### config.mk
export PLATFORM = sky130hd
export DESIGN_NAME = gf2m_mont_inv
export DESIGN_NICKNAME = d
export VERILOG_FILES = /design/src/rtl/gf2inv_pkg.sv /design/src/rtl/gf2inv_dbl.sv /design/src/rtl/gf2inv_ctrl.sv /design/src/rtl/gf2inv_uv_path.sv /design/src/rtl/gf2inv_coef_path.sv /design/src/rtl/gf2m_mont_inv.sv
export SDC_FILE = /design/constraint.sdc
export NUM_CORES = 1
export LEC_CHECK = 0
export ABC_AREA = 0
export ABC_CLOCK_PERIOD_IN_PS = 5200
export BUFFER_PORTS_ARGS = -buffer_cell sky130_fd_sc_hd__clkbuf_2
export CAP_MARGIN = 20
export CORE_MARGIN = 2
export CORE_UTILIZATION = 55
export DETAILED_ROUTE_END_ITERATION = 8
export HOLD_SLACK_MARGIN = 0.08
export PLACE_DENSITY = 0.73
export SKIP_LAST_GASP = 1
export SYNTH_ARGS = -nofsm -noshare
export SYNTH_HDL_FRONTEND = slang
export SYNTH_SLANG_ARGS = --single-unit
### constraint.sdc
create_clock -name clk -period 5.2 [get_ports clk]
set_input_delay 0.26 -clock clk [delete_from_list [all_inputs] [get_ports clk]]
set_output_delay 0.26 -clock clk [all_outputs]
set_load 0.005 [all_outputs]
### src/rtl/gf2inv_pkg.sv
package gf2inv_pkg;

  // Step selected by the controller for one clock.
  typedef enum logic [2:0] {
    OP_IDLE  = 3'd0,  // hold all registers
    OP_LOAD  = 3'd1,  // capture a new request
    OP_HALVE = 3'd2,  // working operand even: divide it by x
    OP_MERGE = 3'd3,  // both odd, balance <= 0: working <- (u^v)/x
    OP_SWAP  = 3'd4   // both odd, balance > 0: fixed <- (u^v)/x, roles exchange
  } inv_op_e;

endpackage

### src/rtl/gf2inv_dbl.sv
// Multiply a reduced element by x modulo the field polynomial.
module gf2inv_dbl #(
  parameter int M = 8
) (
  input  logic [M-1:0] c_in,
  input  logic [M-1:0] p_low,
  output logic [M-1:0] c_out
);

  logic [M-1:0] shifted;
  logic [M-1:0] fold;

  assign shifted = {c_in[M-2:0], 1'b0};
  assign fold    = c_in[M-1] ? p_low : '0;
  assign c_out   = shifted ^ fold;

endmodule

### src/rtl/gf2inv_ctrl.sv
// Iteration schedule, balance counter and role bit.
module gf2inv_ctrl
  import gf2inv_pkg::*;
#(
  parameter int M = 8
) (
  input  logic    clk,
  input  logic    rst_n,
  input  logic    in_valid,
  input  logic    g_lsb,
  output logic    in_ready,
  output logic    busy,
  output logic    gsel,
  output inv_op_e op,
  output logic    out_valid
);

  localparam int IW     = $clog2(2 * M + 1);
  localparam int DW     = $clog2(2 * M + 2) + 1;
  localparam int LAST   = 2 * M - 1;
  localparam int DMAX_I = 2 * M + 1;
  localparam int DMIN_I = -2 * M;
  localparam logic signed [DW-1:0] ONE  = DW'(1);
  localparam logic signed [DW-1:0] ZERO = '0;

  logic                 busy_q;
  logic                 gsel_q;
  logic                 done_q;
  logic [IW-1:0]        iter_q;
  logic signed [DW-1:0] delta_q;
  logic                 accept;
  logic                 last_iter;

  assign in_ready  = !busy_q;
  assign busy      = busy_q;
  assign gsel      = gsel_q;
  assign out_valid = done_q;
  assign accept    = in_valid && !busy_q;
  assign last_iter = (iter_q == IW'(LAST));

  always_comb begin
    op = OP_IDLE;
    if (accept) begin
      op = OP_LOAD;
    end else if (busy_q) begin
      if (!g_lsb) begin
        op = OP_HALVE;
      end else if (delta_q > ZERO) begin
        op = OP_SWAP;
      end else begin
        op = OP_MERGE;
      end
    end
  end

  always_ff @(posedge clk) begin
    if (!rst_n) begin
      busy_q  <= 1'b0;
      gsel_q  <= 1'b0;
      done_q  <= 1'b0;
      iter_q  <= '0;
      delta_q <= '0;
    end else begin
      done_q <= busy_q && last_iter;
      case (op)
        OP_LOAD: begin
          busy_q  <= 1'b1;
          gsel_q  <= 1'b0;
          iter_q  <= '0;
          delta_q <= ONE;
        end
        OP_HALVE, OP_MERGE: begin
          delta_q <= delta_q + ONE;
        end
        OP_SWAP: begin
          delta_q <= ONE - delta_q;
          gsel_q  <= ~gsel_q;
        end
        default: ;
      endcase
      if (busy_q) begin
        iter_q <= iter_q + IW'(1);
        if (last_iter) busy_q <= 1'b0;
      end
    end
  end

  // balance counter never leaves its bounded range
  assert_delta_range_R8: assert property (@(posedge clk) disable iff (!rst_n)
    busy_q |-> (int'(delta_q) <= DMAX_I && int'(delta_q) >= DMIN_I));

  // completion is a single-cycle pulse that follows a busy cycle
  assert_done_pulse_R3: assert property (@(posedge clk) disable iff (!rst_n)
    out_valid |=> !out_valid);
  assert_done_after_busy_R3: assert property (@(posedge clk) disable iff (!rst_n)
    out_valid |-> ($past(busy_q) && !busy_q));

endmodule

### src/rtl/gf2inv_uv_path.sv
// The two operand registers; lane 0 starts with p, lane 1 with a.
module gf2inv_uv_path
  import gf2inv_pkg::*;
#(
  parameter int M = 8
) (
  input  logic         clk,
  input  logic         rst_n,
  input  inv_op_e      op,
  input  logic         gsel,
  input  logic         busy,
  input  logic         done,
  input  logic [M-1:0] in_a,
  input  logic [M:0]   in_p,
  output logic [M-1:0] p_low,
  output logic         g_lsb
);

  logic [M:0]   x_w [2];
  logic [M:0]   mix_w;
  logic [M-1:0] pl_q;
  logic [M:0]   f_w;
  logic [M:0]   g_w;

  // Lane gsel holds the fixed operand, the other lane the working one.
  assign f_w   = gsel ? x_w[1] : x_w[0];
  assign g_w   = gsel ? x_w[0] : x_w[1];
  assign g_lsb = g_w[0];
  assign mix_w = (x_w[0] ^ x_w[1]) >> 1;
  assign p_low = pl_q;

  for (genvar gi = 0; gi < 2; gi++) begin : g_lane
    localparam logic LANE = 1'(gi);
    logic [M:0] val_q;
    logic [M:0] val_d;
    logic       is_f;

    assign is_f = (gsel == LANE);

    always_comb begin
      val_d = val_q;
      case (op)
        OP_LOAD:  val_d = (gi == 0) ? in_p : {1'b0, in_a};
        OP_HALVE: if (!is_f) val_d = val_q >> 1;
        OP_MERGE: if (!is_f) val_d = mix_w;
        OP_SWAP:  if (is_f)  val_d = mix_w;
        default: ;
      endcase
    end

    always_ff @(posedge clk) begin
      if (!rst_n) val_q <= '0;
      else        val_q <= val_d;
    end

    assign x_w[gi] = val_q;
  end

  always_ff @(posedge clk) begin
    if (!rst_n)              pl_q <= '0;
    else if (op == OP_LOAD)  pl_q <= in_p[M-1:0];
  end

  // the fixed operand is odd for the whole computation
  assert_fixed_odd_R8: assert property (@(posedge clk) disable iff (!rst_n)
    busy |-> f_w[0]);

  // at completion the fixed operand is 1 and the working operand 0
  assert_converged_R8: assert property (@(posedge clk) disable iff (!rst_n)
    done |-> (f_w == (M+1)'(1) && g_w == '0));

endmodule

### src/rtl/gf2inv_coef_path.sv
// Coefficient registers tracking the operands; lane 0 pairs with lane 0 above.
module gf2inv_coef_path
  import gf2inv_pkg::*;
#(
  parameter int M = 8
) (
  input  logic         clk,
  input  logic         rst_n,
  input  inv_op_e      op,
  input  logic         gsel,
  input  logic [M-1:0] p_low,
  output logic [M-1:0] res
);

  logic [M-1:0] c_w [2];

  // The coefficient of the fixed operand is the answer once it equals 1.
  assign res = gsel ? c_w[1] : c_w[0];

  for (genvar gi = 0; gi < 2; gi++) begin : g_lane
    localparam logic LANE = 1'(gi);
    logic [M-1:0] val_q;
    logic [M-1:0] val_d;
    logic [M-1:0] twice;
    logic [M-1:0] sum;
    logic         is_f;

    assign is_f = (gsel == LANE);
    assign sum  = val_q ^ c_w[1-gi];

    gf2inv_dbl #(.M(M)) dbl_i (
      .c_in  (val_q),
      .p_low (p_low),
      .c_out (twice)
    );

    always_comb begin
      val_d = val_q;
      case (op)
        OP_LOAD:  val_d = (gi == 0) ? '0 : M'(1);
        OP_HALVE: if (is_f) val_d = twice;
        OP_MERGE: val_d = is_f ? twice : sum;
        OP_SWAP:  val_d = is_f ? sum : twice;
        default: ;
      endcase
    end

    always_ff @(posedge clk) begin
      if (!rst_n) val_q <= '0;
      else        val_q <= val_d;
    end

    assign c_w[gi] = val_q;
  end

endmodule

### src/rtl/gf2m_mont_inv.sv
module gf2m_mont_inv
  import gf2inv_pkg::*;
#(
  parameter int M = 8
) (
  input  logic         clk,
  input  logic         rst_n,
  input  logic         in_valid,
  output logic         in_ready,
  input  logic [M-1:0] in_a,
  input  logic [M:0]   in_p,
  output logic         out_valid,
  output logic [M-1:0] out_r
);

  inv_op_e      op;
  logic         gsel;
  logic         busy;
  logic         g_lsb;
  logic [M-1:0] p_low;

  gf2inv_ctrl #(.M(M)) ctrl_i (
    .clk       (clk),
    .rst_n     (rst_n),
    .in_valid  (in_valid),
    .g_lsb     (g_lsb),
    .in_ready  (in_ready),
    .busy      (busy),
    .gsel      (gsel),
    .op        (op),
    .out_valid (out_valid)
  );

  gf2inv_uv_path #(.M(M)) uv_i (
    .clk   (clk),
    .rst_n (rst_n),
    .op    (op),
    .gsel  (gsel),
    .busy  (busy),
    .done  (out_valid),
    .in_a  (in_a),
    .in_p  (in_p),
    .p_low (p_low),
    .g_lsb (g_lsb)
  );

  gf2inv_coef_path #(.M(M)) coef_i (
    .clk   (clk),
    .rst_n (rst_n),
    .op    (op),
    .gsel  (gsel),
    .p_low (p_low),
    .res   (out_r)
  );

  // with no computation running and no request taken, the result holds
  assert_hold_R6: assert property (@(posedge clk) disable iff (!rst_n)
    (!busy && !(in_valid && in_ready)) |=> $stable(out_r));

  // the block is never ready while computing
  assert_busy_not_ready_R2: assert property (@(posedge clk) disable iff (!rst_n)
    (in_valid && in_ready) |=> (!in_ready && !out_valid));

endmodule

======== After elaboration in Yosys (flattened, before gate mapping) ========
Index checks and enable logic that the tools add are counted.
operators by class
  $add $sub $neg .......................... 3
  magnitude comparators ................... 1
  eq/ne operators ......................... 11
  muxes and demuxes ....................... 29
  bitwise operators ....................... 5
  reduce and logical (&&, ||, !) cells .... 12
operators with widths
  kind                   count
  $mux W8                9
  $pmux W9 S4            2
  $pmux W8 S4            2
  $mux W9                4
  $xor A8 B8 Y8          3
  $pmux W6 S3            1
  $mux W3                4
  $ne A2 B2 Y1 const B   6
  $mux W5                2
  $xor A9 B9 Y9          1
  $reduce_and A4 Y1      2
  $add A6 B2 Y6 const B  1
  $eq A3 B2 Y1 const B   2
  $gt A6 B1 Y1 const B   1
  $sub A2 B6 Y6 const A  1
  $add A5 B1 Y5 const B  1
  $eq A5 B4 Y1 const B   1
  $mux W1                4
  $reduce_and A2 Y1      2
  $reduce_bool A2 Y1     2
  $reduce_bool A4 Y1     1
  $eq A3 B1 Y1 const B   1
  $eq A3 B3 Y1 const B   1
  $reduce_bool A3 Y1     1
  other kinds (5)        6
word-level totals
  register bits after elaboration ......... 56
  input bits .............................. 20
  output and inout bits ................... 10
  word-level logic and storage cells ...... 71

======== Logic depth before layout (Yosys ltp) ========
  depth in word-level cells ............... 9
  depth in mapped cells ................... 10

======== Modules after synthesis ========
Synthesis repeated with hierarchy kept, for this count alone.
unflattened totals
  cells, all modules ...................... 451
  area total of the unflattened synthesis .. 3774.9 sq um
modules (own cells, without submodules)
  module            times used  cells each  area an instance (sq um)  sequential area each (sq um)
  gf2inv_uv_path    1           179         1535.2                    500.5
  gf2inv_coef_path  1           144         1217.4                    320.3
  gf2inv_ctrl       1           98          832.0                     280.3
  gf2inv_dbl        2           15          95.1                      0.0

======== Worst setup path after synthesis ========
No wires, ideal clock.
  path kind ............................... flip-flop to flip-flop
  from .................................... register ctrl_i.delta_q[1]
  to ...................................... register coef_i.g_lane[1].val_q[7]
  library setup time ...................... 0.120 ns
  arrival ................................. 1.896 ns
  path slack .............................. 3.184 ns
  stages on the path, launching flop included .. 9
  clock period less this slack ............ 2.016 ns
  cell sequence ........................... dfxtp_1 > inv_1 > ha_1 > or4b_4 > buf_6 > a21oi_4 > nor2_2 > mux2i_1 > a211o_1
between the ends
  longest elaborated chain between the ends .. 8
ends and longest elaborated chain
  element                                                              RTL line                source
  start: declaration                                                   gf2inv_ctrl.sv:30       logic signed [DW-1:0] delta_q;
  start signal: assignment                                             gf2inv_ctrl.sv:73       delta_q <= delta_q + ONE;
  start signal: assignment                                             gf2inv_ctrl.sv:76       delta_q <= ONE - delta_q;
  $gt A6 B1 Y1 (*)                                                     gf2inv_ctrl.sv:48       end else if (delta_q > ZERO) begin
  $mux W3 (*)                                                          gf2inv_ctrl.sv:48
  $mux W3 (*)                                                          gf2inv_ctrl.sv:46       if (!g_lsb) begin
  $mux W3 (*)                                                          gf2inv_ctrl.sv:45       end else if (busy_q) begin
  $mux W3 (*)                                                          gf2inv_ctrl.sv:43       if (accept) begin
  $eq A3 B2 Y1, or another cell as far along                           gf2inv_coef_path.sv:39  case (op)
  $ne A2 B2 Y1 (no source line) or $reduce_bool A4 Y1 (tied branches)  -
  $reduce_and A2 Y1 (no source line)                                   -
  end signal: assignment                                               gf2inv_coef_path.sv:50  else val_q <= val_d;
  end: declaration                                                     gf2inv_coef_path.sv:22  logic [M-1:0] val_q;
Mark *: on every way between the ends. The rest lies on a longest branch, timed or not.
A chain may end at the register's enable or synchronous reset.

======== Worst setup path in the final report ========
  from .................................... register ctrl_i.gsel_q (netlist: ctrl_i.gsel)
  to ...................................... register coef_i.g_lane[0].val_q[0]
between the ends
  longest elaborated chain between the ends .. 7
ends and longest elaborated chain
  element                                                              RTL line                source
  start: declaration                                                   gf2inv_ctrl.sv:27       logic gsel_q;
  start signal: assignment                                             gf2inv_ctrl.sv:77       gsel_q <= ~gsel_q;
  $mux W1                                                              gf2inv_uv_path.sv:27    assign g_w = gsel ? x_w[0] : x_w[1];
  $mux W3                                                              gf2inv_ctrl.sv:46
  $mux W3                                                              gf2inv_ctrl.sv:45
  $mux W3                                                              gf2inv_ctrl.sv:43
  $eq A3 B1 Y1, or another cell as far along                           gf2inv_coef_path.sv:39
  $reduce_bool A4 Y1 (no source line) or $ne A2 B2 Y1 (tied branches)  -
  $reduce_and A2 Y1 (no source line)                                   -
  end signal: assignment                                               gf2inv_coef_path.sv:50
  end: declaration                                                     gf2inv_coef_path.sv:22
Several ways; a longest one is shown, not always the timed one.

==> impl_metrics.prom <==
# TYPE chip_impl_metric gauge
chip_impl_metric{name="syn-instance-count",unit=""} 425
chip_impl_metric{name="antenna_cells_inserted",unit=""} 0
chip_impl_metric{name="finalCritPeriodShare",unit="%"} 51.4
chip_impl_metric{name="postCtsSetupBuffers",unit=""} 0
chip_impl_metric{name="mean_instance_size_in_the_synthesized_netlist",unit="um2"} 8.10
chip_impl_metric{name="cts.sink_count",unit=""} 55
chip_impl_metric{name="cts_max_level",unit=""} 2
chip_impl_metric{name="synth-edff-count",unit=""} 0
chip_impl_metric{name="io_buffers",unit=""} 29
chip_impl_metric{name="grt_antenna_before_repair",unit=""} 0
chip_impl_metric{name="highest_fanout_seen_on_the_critical_path",unit=""} 20
chip_impl_metric{name="post_synth_instance_area",unit="um2"} 3440
chip_impl_info{name="cp_slowest_cell",value="sky130_fd_sc_hd__dfxtp_1"} 1
chip_impl_metric{name="worst_ep_arrival_time",unit="ps"} 2920
chip_impl_info{name="ctsRootBufferMaster",value="sky130_fd_sc_hd__clkbuf_8"} 1
chip_impl_info{name="layout_commonest_cell",value="sky130_fd_sc_hd__nand2_1"} 1
chip_impl_metric{name="clk_transition_reported_paths",unit="ps"} 110
chip_impl_metric{name="drv_cap",unit=""} 0
chip_impl_info{name="synth_largest_area_cell",value="sky130_fd_sc_hd__dfxtp_1"} 1
chip_impl_metric{name="setup_viol",unit=""} 0
chip_impl_info{name="min-delay-path-class",value="primary input to register"} 1
chip_impl_metric{name="die_w",unit="um"} 83.1
chip_impl_metric{name="grt_use_met2",unit="%"} 37.2
chip_impl_metric{name="wire_length_of_the_first_global_routing_pass",unit="mm"} 13.1
chip_impl_metric{name="power-per-cell-area",unit="nW/um2"} 234
chip_impl_info{name="timing_worst_setup_path_type",value="register to register"} 1
chip_impl_metric{name="globalRouteMet1Util",unit="%"} 30.0
chip_impl_metric{name="grt_usage",unit="%"} 22.4
chip_impl_metric{name="post-route-util",unit="%"} 61.2
chip_impl_metric{name="worst_pin_slew",unit="ps"} 942
chip_impl_metric{name="timing.max_slew.rel_slack",unit="%"} 37.2
chip_impl_info{name="endpoint_kind",value="register"} 1
chip_impl_metric{name="cts_resized",unit=""} 0
chip_impl_info{name="ys.flop_type",value="sky130_fd_sc_hd__dfxtp_1"} 1
chip_impl_metric{name="pin_count_of_the_biggest_net_entering_global_routing",unit=""} 57
chip_impl_info{name="global_route.peak_usage_layer",value="met2"} 1
chip_impl_metric{name="finalWorstPathRequiredPeriod",unit="ps"} 2670
chip_impl_metric{name="synthesis.nets",unit=""} 451
chip_impl_metric{name="postCtsHoldBufs",unit=""} 0
chip_impl_metric{name="crit_path_required_time",unit="ps"} 5450
chip_impl_metric{name="yosysTopAreaCellShare",unit="%"} 32.0
chip_impl_metric{name="routed_via_density",unit=""} 5.81
chip_impl_metric{name="fp.dieH",unit="um"} 83.1
chip_impl_info{name="setup_repair_after_global_routing_missed_its_margin",value="no"} 1
chip_impl_metric{name="synth.distinct_cells",unit=""} 57
chip_impl_metric{name="globalplace.congestion",unit=""} 0.890
chip_impl_info{name="cp_cell_sequence",value="mux2_2 -> nand3_1 -> o21bai_1 -> o22ai_1 -> o2bb2ai_2"} 1
chip_impl_metric{name="floorplan.initialDensity",unit="%"} 57.5
chip_impl_metric{name="fin_worst_skew",unit="ps"} 7.01
chip_impl_metric{name="max_slew_violation_count",unit=""} 0
chip_impl_metric{name="fp.dieArea",unit="um2"} 6910
chip_impl_metric{name="finish.net_count",unit=""} 463
chip_impl_metric{name="final_hold_viol_count",unit=""} 0
chip_impl_metric{name="first_global_vias",unit=""} 2833
chip_impl_metric{name="fmaxAchievable",unit="MHz"} 374
chip_impl_metric{name="synth_async_sr_flop_share",unit="%"} 0
chip_impl_info{name="run_status",value="finished, final reports clean"} 1
chip_impl_metric{name="ys_warn_count",unit=""} 0
chip_impl_metric{name="detail_route.wirelength",unit="mm"} 7.57
chip_impl_metric{name="drt_pass_1_iters",unit=""} 4
chip_impl_metric{name="seq_area_frac_synth",unit="%"} 32.0
chip_impl_metric{name="avgRoutedWirePerCell",unit="um"} 14.8
chip_impl_metric{name="area_growth",unit="%"} 6.43
chip_impl_metric{name="postSynthRegisterBits",unit=""} 55
chip_impl_info{name="netlist_top_cells_area",value="sky130_fd_sc_hd__dfxtp_1, sky130_fd_sc_hd__nand2_1, sky130_fd_sc_hd__xor2_1"} 1
chip_impl_metric{name="ant_nets",unit=""} 0
chip_impl_metric{name="drcViolationCount",unit=""} 0
chip_impl_metric{name="floorplan.rows",unit=""} 28
chip_impl_info{name="worstSetupStartpointType",value="register"} 1
chip_impl_metric{name="finalHoldWorstSlack",unit="ps"} 172
chip_impl_metric{name="maximum_buffer_depth_of_the_clock_tree",unit=""} 2
chip_impl_info{name="most_frequent_cells_in_the_layout",value="sky130_fd_sc_hd__nand2_1, sky130_fd_sc_hd__dfxtp_1, sky130_fd_sc_hd__a21oi_1, sky130_fd_sc_hd__nor2_1, sky130_fd_sc_hd__clkbuf_2"} 1
chip_impl_metric{name="drt_first_iter_violations",unit=""} 265
chip_impl_metric{name="globalRouteMet3Util",unit="%"} 3.88
chip_impl_metric{name="worst_skew_pair.late_latency",unit="ps"} 310
chip_impl_metric{name="core-area",unit="um2"} 5990
chip_impl_metric{name="power.leakage",unit="nW"} 1.46
chip_impl_metric{name="peakVddDrop",unit="mV"} 0.141
chip_impl_metric{name="num_io_pins",unit=""} 30
chip_impl_metric{name="drive_gt1_share",unit="%"} 14.2
chip_impl_metric{name="hpwlAfterDp",unit="mm"} 5.20
chip_impl_metric{name="tritoncts.num_buffers",unit=""} 5
chip_impl_metric{name="timing.setup.tns",unit="ps"} 0
chip_impl_info{name="clock_tree_from_tritoncts",value="done"} 1
chip_impl_metric{name="timing.critical_path.slowest_cell_delay",unit="ps"} 890
chip_impl_metric{name="vias",unit=""} 2978
chip_impl_metric{name="globalRouteOverflowTotal",unit=""} 0
-- cell usage after synthesis (all sizes together) (10+ instances only) --
cell and number:
nand3 10, nand2 74, a211o 17, xor2 21, nand2b 11, nor2b 10
inv 12, nor2 32, mux2 12, buf 12, xnor2 16, dfxtp 55
a21oi 37, mux2i 17, clkbuf 13
-- area by class of cell --
cell class / instances / area [um2]
Clock buffer: 5 / 68.8
Clock inverter: 3 / 22.5
Fill cell: 543 / 2320
Inverter: 13 / 48.8
Multi-Input combinational cell: 332 / 2180
Sequential cell: 55 / 1100
Tap cell: 75 / 93.8
Timing Repair Buffer: 30 / 153
-- worst max-delay path, delay by kind of cell (launching register included) --
family             cells  cell delay [ps]
AOI/OAI and AO/OA      3              810
and+or+nand+nor        1              330
DFF                    1              890
muxes                  1              570
-- state kept, by name (all words and copies together) (netlist names) --
name,flops
uv_i.g_lane.val_q,17
coef_i.g_lane.val_q,16
uv_i.p_low,8
ctrl_i.delta_q,6
ctrl_i.iter_q,5
ctrl_i.busy,1
ctrl_i.gsel,1
ctrl_i.out_valid,1
-- worst paths after layout --
path | from | to | slack, ps | cells past startpoint
min | in_p[0] | uv_i.p_low[0] | 170 | 3
max reg2reg | ctrl_i.gsel | coef_i.g_lane[0].val_q[0] | 2530 | 5
max | ctrl_i.gsel | coef_i.g_lane[0].val_q[0] | 2530 | 5
min reg2reg | uv_i.p_low[1] | uv_i.p_low[1] | 490 | 2
-- where the power goes --
group          leakage [nW]  switching [mW]  internal [mW]
Clock                0.0489           0.150         0.0979
Sequential            0.449          0.0306          0.441
Combinational         0.963          0.0805         0.0578
-- metrics by stage --
step / area (um2) / worst slack, ps / instances / total power [mW]
after CTS: 3670 / 2550 / 513 / 0.864
after global placement: 3570 / 2690 / 505 / 0.615
after floorplan: 3440 / 3180 / 425 / 0.586
after detailed placement: 3570 / 2600 / 505 / 0.618
after global routing: 3670 / 2280 / 513 / 0.905
final: 3670 / 2530 / 513 / 0.857
-- cells by family (layout without fill, tap and decap cells) --
kind of cell	after synthesis	count (layout)	share of synthesized area, %
DFF	55	55	32.0
buffers and inverters	38	51	4.83
and+or+nand+nor	153	153	20.6
AOI/OAI and AO/OA	107	107	22.0
adders and majority gates	6	6	2.18
muxes	29	29	8.97
xor gates and xnor gates	37	37	9.41
-- metal layers --
layer	vias to the layer above	share of wire, %
li1	1509	-
met1	1374	47
met2	84	47
met3	11	5.3
met4	0	1.1
met5	-	0
No activity file was read; power rests on OpenSTA's default activity.
